## config.mk

```make
export PLATFORM = sky130hd
export DESIGN_NAME = qspi_seq_engine
export DESIGN_NICKNAME = d
export VERILOG_FILES = /design/src/rtl/qspi_seq_pkg.sv /design/src/rtl/qspi_byte_fifo.sv /design/src/rtl/qspi_lut_store.sv /design/src/rtl/qspi_seq_fsm.sv /design/src/rtl/qspi_seq_engine.sv
export SDC_FILE = /design/constraint.sdc
export NUM_CORES = 2
export LEC_CHECK = 0
export BUFFER_PORTS_ARGS = -buffer_cell sky130_fd_sc_hd__buf_2
export CAP_MARGIN = 20
export CORE_AREA = 2 2 381 572
export CTS_CLUSTER_DIAMETER = 30
export DETAILED_ROUTE_END_ITERATION = 8
export DIE_AREA = 0 0 383 574
export PLACE_DENSITY = 0.7
export SLEW_MARGIN = 25
export SYNTH_ARGS = -nofsm -noshare
export SYNTH_HDL_FRONTEND = slang
export SYNTH_SLANG_ARGS = --single-unit
```

## constraint.sdc

```tcl
create_clock -name clk -period 7.7 [get_ports clk]
set_clock_uncertainty 0.2 [all_clocks]
set_input_delay 0.77 -clock clk [delete_from_list [all_inputs] [get_ports clk]]
set_output_delay 0.77 -clock clk [all_outputs]
set_load 0.005 [all_outputs]
```

## src/rtl/qspi_seq_pkg.sv

```systemverilog
package qspi_seq_pkg;

  localparam logic [5:0] OP_STOP  = 6'd0;
  localparam logic [5:0] OP_CMD   = 6'd1;
  localparam logic [5:0] OP_MODE  = 6'd4;
  localparam logic [5:0] OP_READ  = 6'd7;
  localparam logic [5:0] OP_WRITE = 6'd8;
  localparam logic [5:0] OP_DUMMY = 6'd12;

  typedef struct packed {
    logic [5:0] op;
    logic [1:0] pad;
    logic [7:0] arg;
  } instr_t;

  typedef enum logic [2:0] {
    ST_IDLE, ST_DEC, ST_LOAD, ST_SHIFT, ST_DUMMY, ST_END
  } seq_st_t;

  // number of active lanes for a lane code
  function automatic logic [3:0] lane_cnt(input logic [1:0] pad);
    case (pad)
      2'd0:    lane_cnt = 4'd1;
      2'd1:    lane_cnt = 4'd2;
      default: lane_cnt = 4'd4;
    endcase
  endfunction

  function automatic logic [3:0] lane_mask(input logic [1:0] pad);
    case (pad)
      2'd0:    lane_mask = 4'b0001;
      2'd1:    lane_mask = 4'b0011;
      default: lane_mask = 4'b1111;
    endcase
  endfunction

  // bits presented on the lines for the current serial period
  function automatic logic [3:0] lane_out(input logic [7:0] sh, input logic [1:0] pad);
    case (pad)
      2'd0:    lane_out = {3'b000, sh[7]};
      2'd1:    lane_out = {2'b00, sh[7:6]};
      default: lane_out = sh[7:4];
    endcase
  endfunction

  function automatic logic [7:0] shift_out(input logic [7:0] sh, input logic [1:0] pad);
    case (pad)
      2'd0:    shift_out = {sh[6:0], 1'b0};
      2'd1:    shift_out = {sh[5:0], 2'b00};
      default: shift_out = {sh[3:0], 4'b0000};
    endcase
  endfunction

  // single-line reads sample io[1]
  function automatic logic [7:0] shift_in(input logic [7:0] sh, input logic [1:0] pad,
                                          input logic [3:0] io);
    case (pad)
      2'd0:    shift_in = {sh[6:0], io[1]};
      2'd1:    shift_in = {sh[5:0], io[1:0]};
      default: shift_in = {sh[3:0], io};
    endcase
  endfunction

  function automatic logic op_known(input logic [5:0] op);
    op_known = (op == OP_STOP) || (op == OP_CMD) || (op == OP_MODE) ||
               (op == OP_READ) || (op == OP_WRITE) || (op == OP_DUMMY);
  endfunction

endpackage

```

## src/rtl/qspi_byte_fifo.sv

```systemverilog
module qspi_byte_fifo #(
  parameter int DEPTH = 32
) (
  input  logic                     clk,
  input  logic                     rst_n,
  input  logic                     flush,
  input  logic                     push,
  input  logic [7:0]               din,
  input  logic                     pop,
  output logic [7:0]               dout,
  output logic [$clog2(DEPTH):0]   level,
  output logic                     full,
  output logic                     empty
);
  localparam int PW = $clog2(DEPTH);
  localparam int LW = PW + 1;

  logic [7:0]    mem [DEPTH];
  logic [PW-1:0] wr_ptr, rd_ptr;
  logic [LW-1:0] cnt;
  logic          do_push, do_pop;

  assign full    = (cnt == LW'(DEPTH));
  assign empty   = (cnt == '0);
  assign do_push = push && !full;
  assign do_pop  = pop && !empty;
  assign dout    = mem[rd_ptr];
  assign level   = cnt;

  always_ff @(posedge clk) begin
    if (do_push) mem[wr_ptr] <= din;
  end

  always_ff @(posedge clk or negedge rst_n) begin
    if (!rst_n) begin
      wr_ptr <= '0;
      rd_ptr <= '0;
      cnt    <= '0;
    end else if (flush) begin
      wr_ptr <= '0;
      rd_ptr <= '0;
      cnt    <= '0;
    end else begin
      if (do_push) wr_ptr <= wr_ptr + 1'b1;
      if (do_pop)  rd_ptr <= rd_ptr + 1'b1;
      case ({do_push, do_pop})
        2'b10:   cnt <= cnt + 1'b1;
        2'b01:   cnt <= cnt - 1'b1;
        default: cnt <= cnt;
      endcase
    end
  end
endmodule

```

## src/rtl/qspi_lut_store.sv

```systemverilog
module qspi_lut_store
  import qspi_seq_pkg::*;
#(
  parameter int NSEQ = 16
) (
  input  logic                          clk,
  input  logic                          rst_n,
  input  logic                          we,
  input  logic [$clog2(NSEQ*4)-1:0]     waddr,
  input  logic [31:0]                   wdata,
  input  logic [$clog2(NSEQ)-1:0]       seq,
  input  logic [2:0]                    slot,
  output instr_t                        instr
);
  localparam int WORDS = NSEQ * 4;

  logic [31:0] tbl [WORDS];
  logic [31:0] word;

  always_ff @(posedge clk or negedge rst_n) begin
    if (!rst_n) begin
      for (int i = 0; i < WORDS; i++) tbl[i] <= '0;
    end else if (we) begin
      tbl[waddr] <= wdata;
    end
  end

  assign word  = tbl[{seq, slot[2:1]}];
  assign instr = slot[0] ? instr_t'(word[31:16]) : instr_t'(word[15:0]);
endmodule

```

## src/rtl/qspi_seq_fsm.sv

```systemverilog
module qspi_seq_fsm
  import qspi_seq_pkg::*;
#(
  parameter int CNT_W    = 8,
  parameter int TLW      = 6,
  parameter int TX_START = 16
) (
  input  logic             clk,
  input  logic             rst_n,
  input  logic             start,
  input  logic [CNT_W-1:0] start_cnt,
  input  instr_t           instr,
  output logic [2:0]       slot,
  input  logic [TLW-1:0]   tx_level,
  input  logic [7:0]       tx_data,
  output logic             tx_pop,
  input  logic             rx_full,
  output logic             rx_push,
  output logic [7:0]       rx_byte,
  input  logic [3:0]       io_in,
  output logic             cs_n,
  output logic             sclk,
  output logic [3:0]       io_out,
  output logic [3:0]       io_oe,
  output logic             busy,
  output logic             finish,
  output logic             finish_err
);
  seq_st_t          st, adv_st;
  logic [2:0]       pc;
  logic [CNT_W-1:0] left;
  logic [7:0]       sh, dcnt;
  logic [3:0]       bits, lanes;
  logic [1:0]       pad_r;
  logic             ph, rd_mode, data_r, first, err_r, load_ok, byte_end;

  assign lanes    = lane_cnt(pad_r);
  assign adv_st   = (pc == 3'd7) ? ST_END : ST_DEC;
  assign load_ok  = rd_mode ? !rx_full
                  : (first ? (tx_level >= TLW'(TX_START)) : (tx_level != '0));
  assign byte_end = (st == ST_SHIFT) && ph && (bits == lanes);

  assign slot       = pc;
  assign tx_pop     = (st == ST_LOAD) && !rd_mode && load_ok;
  assign rx_push    = byte_end && data_r && rd_mode;
  assign rx_byte    = shift_in(sh, pad_r, io_in);
  assign cs_n       = (st == ST_IDLE);
  assign sclk       = ph && ((st == ST_SHIFT) || (st == ST_DUMMY));
  assign io_oe      = ((st == ST_SHIFT) && !rd_mode) ? lane_mask(pad_r) : 4'b0000;
  assign io_out     = lane_out(sh, pad_r) & io_oe;
  assign busy       = (st != ST_IDLE);
  assign finish     = (st == ST_END);
  assign finish_err = finish && err_r;

  always_ff @(posedge clk or negedge rst_n) begin
    if (!rst_n) begin
      st <= ST_IDLE; pc <= '0; left <= '0; sh <= '0; dcnt <= '0; bits <= '0;
      pad_r <= '0; ph <= 1'b0; rd_mode <= 1'b0; data_r <= 1'b0; first <= 1'b0;
      err_r <= 1'b0;
    end else begin
      case (st)
        ST_IDLE: if (start) begin
          left <= start_cnt; pc <= '0; err_r <= 1'b0; st <= ST_DEC;
        end
        ST_DEC: begin
          ph <= 1'b0;
          case (instr.op)
            OP_STOP: st <= ST_END;
            OP_CMD, OP_MODE: begin
              sh <= instr.arg; pad_r <= instr.pad; rd_mode <= 1'b0;
              data_r <= 1'b0; bits <= 4'd8; st <= ST_SHIFT;
            end
            OP_DUMMY: begin
              if (instr.arg == '0) begin pc <= pc + 1'b1; st <= adv_st; end
              else begin dcnt <= instr.arg; st <= ST_DUMMY; end
            end
            OP_READ, OP_WRITE: begin
              if (left == '0) begin pc <= pc + 1'b1; st <= adv_st; end
              else begin
                pad_r <= instr.pad; rd_mode <= (instr.op == OP_READ);
                data_r <= 1'b1; first <= 1'b1; st <= ST_LOAD;
              end
            end
            default: begin err_r <= 1'b1; st <= ST_END; end
          endcase
        end
        ST_LOAD: if (load_ok) begin
          if (!rd_mode) begin sh <= tx_data; first <= 1'b0; end
          bits <= 4'd8; ph <= 1'b0; st <= ST_SHIFT;
        end
        ST_SHIFT: begin
          ph <= !ph;
          if (ph) begin
            sh   <= rd_mode ? shift_in(sh, pad_r, io_in) : shift_out(sh, pad_r);
            bits <= bits - lanes;
            if (byte_end) begin
              if (data_r && (left != CNT_W'(1))) begin
                left <= left - 1'b1; st <= ST_LOAD;
              end else begin
                if (data_r) left <= left - 1'b1;
                pc <= pc + 1'b1; st <= adv_st;
              end
            end
          end
        end
        ST_DUMMY: begin
          ph <= !ph;
          if (ph) begin
            dcnt <= dcnt - 1'b1;
            if (dcnt == 8'd1) begin pc <= pc + 1'b1; st <= adv_st; end
          end
        end
        ST_END:  st <= ST_IDLE;
        default: st <= ST_IDLE;
      endcase
    end
  end
endmodule

```

## src/rtl/qspi_seq_engine.sv

```systemverilog
module qspi_seq_engine
  import qspi_seq_pkg::*;
#(
  parameter int NSEQ     = 16,
  parameter int TX_DEPTH = 32,
  parameter int RX_DEPTH = 32,
  parameter int CNT_W    = 8,
  parameter int TX_START = 16
) (
  input  logic                          clk,
  input  logic                          rst_n,
  input  logic                          tbl_we,
  input  logic [$clog2(NSEQ*4)-1:0]     tbl_addr,
  input  logic [31:0]                   tbl_wdata,
  input  logic                          cmd_we,
  input  logic [31:0]                   cmd_wdata,
  input  logic                          flag_we,
  input  logic [1:0]                    flag_wdata,
  input  logic                          irq_en,
  input  logic                          tx_push,
  input  logic [7:0]                    tx_wdata,
  output logic [$clog2(TX_DEPTH):0]     tx_level,
  input  logic                          rx_pop,
  output logic [7:0]                    rx_rdata,
  output logic [$clog2(RX_DEPTH):0]     rx_level,
  output logic                          busy,
  output logic                          done_flag,
  output logic                          err_flag,
  output logic                          irq,
  output logic                          cs_n,
  output logic                          sclk,
  output logic [3:0]                    io_out,
  output logic [3:0]                    io_oe,
  input  logic [3:0]                    io_in
);
  localparam int SW  = $clog2(NSEQ);
  localparam int TLW = $clog2(TX_DEPTH) + 1;

  instr_t     instr;
  logic [2:0] slot;
  logic       start, tx_pop, rx_push, rx_full, finish, finish_err;
  logic       tx_full_unused, tx_empty_unused, rx_empty_unused;
  logic [7:0] tx_head, rx_byte;
  logic [SW-1:0] seq_sel;
  logic [SW-1:0] seq_r;

  assign start = cmd_we && !busy;

  always_ff @(posedge clk or negedge rst_n) begin
    if (!rst_n)     seq_r <= '0;
    else if (start) seq_r <= cmd_wdata[24 +: SW];
  end
  assign seq_sel = start ? cmd_wdata[24 +: SW] : seq_r;

  qspi_lut_store #(.NSEQ(NSEQ)) u_lut (
    .clk(clk), .rst_n(rst_n), .we(tbl_we), .waddr(tbl_addr), .wdata(tbl_wdata),
    .seq(seq_sel), .slot(slot), .instr(instr)
  );

  qspi_byte_fifo #(.DEPTH(TX_DEPTH)) u_txq (
    .clk(clk), .rst_n(rst_n), .flush(finish), .push(tx_push), .din(tx_wdata),
    .pop(tx_pop), .dout(tx_head), .level(tx_level), .full(tx_full_unused),
    .empty(tx_empty_unused)
  );

  qspi_byte_fifo #(.DEPTH(RX_DEPTH)) u_rxq (
    .clk(clk), .rst_n(rst_n), .flush(1'b0), .push(rx_push), .din(rx_byte),
    .pop(rx_pop), .dout(rx_rdata), .level(rx_level), .full(rx_full),
    .empty(rx_empty_unused)
  );

  qspi_seq_fsm #(.CNT_W(CNT_W), .TLW(TLW), .TX_START(TX_START)) u_fsm (
    .clk(clk), .rst_n(rst_n), .start(start), .start_cnt(cmd_wdata[CNT_W-1:0]),
    .instr(instr), .slot(slot), .tx_level(tx_level), .tx_data(tx_head),
    .tx_pop(tx_pop), .rx_full(rx_full), .rx_push(rx_push), .rx_byte(rx_byte),
    .io_in(io_in), .cs_n(cs_n), .sclk(sclk), .io_out(io_out), .io_oe(io_oe),
    .busy(busy), .finish(finish), .finish_err(finish_err)
  );

  always_ff @(posedge clk or negedge rst_n) begin
    if (!rst_n) begin
      done_flag <= 1'b0;
      err_flag  <= 1'b0;
    end else begin
      if (finish)                           done_flag <= 1'b1;
      else if (flag_we && flag_wdata[0])    done_flag <= 1'b0;
      if (finish_err)                       err_flag  <= 1'b1;
      else if (flag_we && flag_wdata[1])    err_flag  <= 1'b0;
    end
  end

  assign irq = done_flag && irq_en;
endmodule

```

# Word-level counts from Yosys, hierarchy flattened
# Memories as Yosys holds them, arrays and structs flattened.
# Cells that the tools add are included.
# totals
ff_bits,2127
mem_bits_rw,512
in_bits,92
output_inout_bits,34
elab_cells,298
mem_count,2
# op_classes
add_sub_neg,12
magnitude_cmp,4
n_eq_ne,40
mux,88
bitwise_logic,3
n_reduce_logical,64
# mem_list
name,words,width,rd,rd_ports_with_merged_regs,wr,line_no,text
u_rxq.mem,32,8,1,0,1,qspi_byte_fifo.sv:18,logic [7:0] mem [DEPTH];
u_txq.mem,32,8,1,0,1,qspi_byte_fifo.sv:18,
# op_table
op,n
2048-bit bitwise mux,1
32-bit binary-select mux with 6-bit select,1
32-bit demux with 6-bit select,1
8-bit two-way mux,13
32-bit two-way mux,3
8-bit case mux with 2 select lines,4
3-bit two-way mux,18
6-bit case mux with 2 select lines,2
8-bit case mux with 3 select lines,1
"5-bit by 1-bit adder with 5-bit output, second input constant",4
4-bit two-way mux,5
5-bit two-way mux,4
2-bit nonzero test,10
1-bit logical AND,19
6-bit zero test,3
1-bit two-way mux,18
"2-bit != test, second input constant",9
8-bit zero test,2
16-bit two-way mux,1
4-bit case mux with 2 select lines,2
"8-bit by 1-bit subtractor with 8-bit output, second input constant",2
3-bit case mux with 5 select lines,1
5-bit AND reduction,3
"7-bit >= comparator, second input constant",2
other kinds (45),82

# Longest topological paths before layout
# logic_depth
ltp_word,13
mapped_depth,17
depth_no_buf,15

# By module
# Synthesis repeated with hierarchy kept, for this count alone.
# unflattened
hier_cells,7065
area_unflattened_um2,117702.9
# modules_own_cells
module,n_inst,cells_per_inst,area_each_um2,seq_area_each_um2
qspi_lut_store,1,5447,92256.0,51249.2
qspi_byte_fifo at u_txq,1,614,11038.1,8087.8
qspi_byte_fifo at u_rxq,1,614,11033.1,8087.8
qspi_seq_fsm,1,372,3115.5,1026.0
qspi_seq_engine,1,18,260.2,150.1

# Worst setup path after synthesis
# OpenSTA, ideal clock, no wires.
# synth_path
path_type,input port to flip-flop
from,in cmd_we
to,reg u_fsm.rd_mode
setup_time_ns,0.125
arrival_time_ns,4.002
required_time_ns,7.375
slack_ns,3.373
stages,14
path_buffers,2
cell_sequence,nor4b_4 mux2i_2 inv_2 buf_2 nor2_1 clkbuf_1 nand3_1 nand4_1 nand4_1 nor3b_4 nor3b_2 o21ai_2 nand2_1 mux2_2
# synth_via
elab_chain_len,11
word_cells_on_any_way,18
classes_between,eq/ne (5); mux (7); bitwise (1); reduce/logical (5)
# synth_rtl
element,line_no,text
from (decl),qspi_seq_engine.sv:15,"input logic cmd_we,"
1-bit logical AND (*),qspi_seq_engine.sv:47,assign start = cmd_we && !busy;
4-bit two-way mux (*),qspi_seq_engine.sv:53,assign seq_sel = start ? cmd_wdata[24 +: SW] : seq_r;
6-bit inverter with 7-bit output (not written as such) (*),qspi_lut_store.sv:28,"assign word = tbl[{seq, slot[2:1]}];"
32-bit binary-select mux with 6-bit select (*),qspi_lut_store.sv:28,
32-bit two-way mux (not written as such) (*) (2 in series),qspi_lut_store.sv:28,
16-bit two-way mux (*),qspi_lut_store.sv:29,assign instr = slot[0] ? instr_t'(word[31:16]) : instr_t'(word[15:0]);
6-bit by 4-bit equality test with 1-bit output (tied with other cells),qspi_seq_fsm.sv:67,case (instr.op)
2-bit OR reduction,qspi_seq_fsm.sv:67,
2-bit != test (no source line) / 2-bit nonzero test (equally long branches),-,
3-bit AND reduction (no source line),-,
to (signal assigned),qspi_seq_fsm.sv:80,pad_r <= instr.pad; rd_mode <= (instr.op == OP_READ);
to (decl),qspi_seq_fsm.sv:35,"logic ph, rd_mode, data_r, first, err_r, load_ok, byte_end;"
# Mark *: on every way between the ends. The rest lies on a longest branch, timed or not. The select of a mux whose other input is x is not followed.
# A chain may end at the register's enable or synchronous reset.

# Worst setup path after layout
# layout_path
from,reg u_fsm.st[1]
to,reg u_fsm.pc[0] (netlist: u_fsm.slot[0])
# layout_via
elab_chain_len,13
word_cells_on_any_way,33
classes_between,eq/ne (15); mux (7); bitwise (1); reduce/logical (10)
# layout_rtl
element,line_no,text
from (decl),qspi_seq_fsm.sv:29,"seq_st_t st, adv_st;"
from (signal assigned),qspi_seq_fsm.sv:74,if (instr.arg == '0) begin pc <= pc + 1'b1; st <= adv_st; end
from (signal assigned),qspi_seq_fsm.sv:78,if (left == '0) begin pc <= pc + 1'b1; st <= adv_st; end
from (signal assigned),qspi_seq_fsm.sv:101,pc <= pc + 1'b1; st <= adv_st;
3-bit nonzero test,qspi_seq_fsm.sv:51,assign busy = (st != ST_IDLE);
1-bit zero test,qspi_seq_engine.sv:47,
1-bit logical AND,qspi_seq_engine.sv:47,
4-bit two-way mux,qspi_seq_engine.sv:53,
6-bit inverter with 7-bit output (not written as such),qspi_lut_store.sv:28,
32-bit binary-select mux with 6-bit select,qspi_lut_store.sv:28,
32-bit two-way mux (not written as such) (2 in series),qspi_lut_store.sv:28,
16-bit two-way mux,qspi_lut_store.sv:29,
6-bit by 4-bit equality test with 1-bit output / 6-bit by 3-bit equality test with 1-bit output (equally long branches),qspi_seq_fsm.sv:67,
2-bit OR reduction,qspi_seq_fsm.sv:67,
3-bit case mux with 2 select lines / 3-bit by 2-bit != test with 1-bit output (equally long branches),-,
3-bit case mux with 4 select lines / 10-bit AND reduction (equally long branches),-,
to (signal assigned),qspi_seq_fsm.sv:74,
to (signal assigned),qspi_seq_fsm.sv:78,
to (signal assigned),qspi_seq_fsm.sv:101,
to (decl),qspi_seq_fsm.sv:30,logic [2:0] pc;
# Parallel ways exist; a longest one is shown, timed or not. The select of a mux whose other input is x is not followed.

==> flow_summary.yaml <==
hold_path:
  whs_path_depth: 1
  hp-start: "tx_wdata[6]"
  hold_path_class: "primary input to register"
  whs_endpoint: "u_txq.mem[26][6]"
job:
  maxCapViolCount: 0
pwr:
  p_sw_mw: 15.26
  leakage_nw: 58.35
  pwr-share-comb_pct: 24.6
  p_int_mw: 33.24
  p_sw_share_pct: 31.47
  irDropWorstVdd_mv: 0.3717
  seq_power_share_pct: 35.7
  total_power_mw: 48.50
  power.density_nw_per_um2: 356.6
  p_clk_share_pct: 39.7
critical_path:
  r2r-end: "u_fsm.slot[0]"
  crit_chain: "nor4b_4, buf_4, mux2i_4, inv_2, buf_4, o21ai_0, a31oi_1, o21ai_1, o311ai_1, nand4_1, o2111ai_4, nand3_2, mux2_1"
  critical-path-max-stage-delay_ps: 900
  path_max_fanout: 25
  start_kind: "register"
  ff2ff_path_depth: 13
  r2r_slack_ps: 1210
  crit_required_ps: 8300
  worstPathArrival_ps: 7090
  worst-path-buf-inv: 3
  slowest_stage: "nor4b_4"
  r2r_start: "u_fsm.st[1]"
  endpoint_kind: "register"
  cpMostUsedCell: "buf_4"
  worstSetupPathType: "register to register"
  crit_family: "compound AO/OA/AOI/OAI gates"
outcome:
  status: "finished clean"
finish:
  drive_gt1_share_pct: 47.39
  syn_to_final_growth_pct: 15.78
  final_nets: 7834
synthesis:
  yosys.cell_types.count: 87
  synth_fp_nets: 7793
  synth.avg_cell_area_sq_um: 15.32
  ys_seq_elements: 2639
  async_flop_share_pct: 80.60
  synthCells: 7670
  synth_ff_type: "dfrtp_1"
  synth-edff-count: 512
  syn_area_sq_um: 117500
  ys_warn_count: 0
  ys_seq_area_share_pct: 58.40
global_route:
  grt_pass1_wl_mm: 481.6
  track_usage_pct: 29.28
  grt_max_degree: 202
  antenna_found_initial: 22
  first_global_vias: 73878
  grt-ovfl-total: 0
placement:
  hpwlAfterDp_mm: 190.4
  numPortBuffers: 105
  gp_congestion: 0.8991
floorplan:
  core_sq_um: 215200
  boundaryPins: 126
  die_x_um: 383
  dieArea_sq_um: 219800
  die_h_um: 574
  start_util_pct: 54.58
  rows: 209
timing:
  worst_pin_slew_ps: 1084
  drv_slew: 0
  grt_setup_unrepaired: "false"
  max_freq_ghz: 0.1540
  post-route-min-period_ps: 6492
  finalCritPeriodShare_pct: 84.32
  finalHoldViolCount: 0
  setup_viol: 0
  fin_tns_setup_ps: 0
  slew_headroom_pct: 27.53
cts:
  clkSlewWorstSetupHoldPaths_ps: 60
  cts.sinks: 2639
  root_buffer: "clkbuf_16"
  cts-htree-levels: 5
  cts_made_buffers: 413
  postCtsResizedCells: 0
  cts.path.max_buffers: 4
  cts_tree: "yes"
  clk_latency_ps: 920
  postCtsSetupBuffers: 0
detailed_routing:
  ant_nets: 0
  drt_iter0_drc: 6173
  via_per_inst: 6.376
  routed_wl_mm: 320.2
  route.detailed.drc: 0
  vias: 69583
  wire_per_inst_um: 29.34
  dr.pass1.iters: 5
## repair_timing
item | in CTS | in global routing
hold buffers | 14 | 0
endpoints found under the setup margin | 0 | 0
hold endpoints to repair | 128 | 0
## logic make-up (layout without fill, tap and decap cells)
| group | after synthesis | count (layout) | synth area share (%) |
|---|---|---|---|
| AO/OA/AOI/OAI | 380 | 380 | 2.198 |
| XOR/XNOR | 29 | 29 | 0.2226 |
| adder cells (fa/ha/maj) | 31 | 31 | 0.3494 |
| buffers and inverters | 743 | 1133 | 2.562 |
| flip-flops | 2639 | 2639 | 58.40 |
| multiplexers | 2760 | 2760 | 32.09 |
| other | 0 | 5 | 0 |
| AND/OR/NAND/NOR | 1088 | 1088 | 4.175 |
## registers in the layout, indices dropped and copies added (netlist names), 5 cells and up
signal,count
u_txq.level,6
u_rxq.wr_ptr,5
u_fsm.sh,8
u_rxq.level,6
u_rxq.mem,256
u_txq.rd_ptr,5
u_txq.wr_ptr,5
u_fsm.dcnt,8
u_txq.mem,256
u_fsm.left,8
u_rxq.rd_ptr,5
u_lut.tbl,2048
## cell usage after synthesis (all sizes together), types with 10 or more instances
cell / n / area share, %
nor2b: 18 / 0.096
a31oi: 35 / 0.19
edfxtp: 512 / 13
o21ai: 71 / 0.31
dfrtp: 2127 / 45
xnor2: 18 / 0.13
a21oi: 97 / 0.43
nand4: 41 / 0.22
a311oi: 10 / 0.080
nand3: 155 / 0.66
o311ai: 37 / 0.28
a32oi: 29 / 0.22
ha: 28 / 0.30
mux4: 598 / 11
nor2: 242 / 0.77
mux2i: 92 / 0.79
inv: 44 / 0.14
clkbuf: 465 / 1.5
mux2: 2070 / 20
and2: 14 / 0.075
xor2: 11 / 0.088
o22ai: 17 / 0.091
or3: 37 / 0.20
a211oi: 21 / 0.13
nor3: 75 / 0.32
buf: 234 / 0.94
nand2: 440 / 1.4
nor4: 15 / 0.080
## cell usage in the layout (no fill, tap or decap), types with 93 or more instances in the layout
| cell type | synthesis | routed |
|---|---|---|
| mux4_2 | 598 | 598 |
| nand2_1 | 440 | 423 |
| buf_2 | 89 | 93 |
| mux2_2 | 2068 | 2068 |
| edfxtp_1 | 512 | 512 |
| buf_4 | 15 | 183 |
| nor2_1 | 242 | 190 |
| clkbuf_16 | 0 | 422 |
| dfrtp_1 | 2127 | 2121 |
| nand3_1 | 154 | 154 |
## how the worst max path moves through the flow
stage / cells after the start / slack [ps] / startpoint / to
after floorplan: 14 / 3370 / cmd_we / u_fsm.rd_mode
after global placement: 14 / 1220 / cmd_we / u_fsm.slot[0]
after detailed placement: 14 / 1200 / cmd_we / u_fsm.slot[0]
after CTS: 13 / 1350 / u_fsm.st[1] / u_fsm.slot[0]
after global routing: 13 / 1150 / u_fsm.st[1] / u_fsm.slot[0]
final: 13 / 1210 / u_fsm.st[1] / u_fsm.slot[0]
## layout make-up
class                   count  area, sq um
well taps                2848         3563
repair buffers            325         2701
multi-input cells        4288        46380
fillers                 15139        79210
flip-flops and latches   2639        68620
clock buffers             500        11270
inverters                  44        175.2
clock inverters           264         3287
diodes                      5        12.51
## stage by stage
stage	utilization [%]	worst slack, ps	std cells	hold WS, ps	instance area (sq um)
after detailed placement	56.30	1198	10126	276.9	121200
after global placement	56.26	1220	10123	270.5	121100
final	63.20	1208	10913	178.5	136000
after floorplan	-	3373	7670	249.4	117500
after global routing	63.19	1154	10909	169.3	136000
after CTS	63.13	1352	10904	143.7	135900
## power groups by stage
stage / registers (mW) / logic (mW) / clock network (mW)
after detailed placement: 17.5 / 11.7 / 0
after CTS: 17.3 / 11.8 / 19.5
after global routing: 17.5 / 12.5 / 20.1
after global placement: 17.4 / 11.5 / 0
after floorplan: 17.0 / 7.58 / 0
final: 17.3 / 11.9 / 19.3
## per-layer routing
layer,vias up,global-route usage [%],wire (um)
met5,-,0,140
met4,24,13.07,15060
met3,725,5.389,19650
met2,2342,48.75,160600
met1,37734,37.56,124800
li1,28758,-,-
Note: power is estimated with default switching activity, not from simulation.
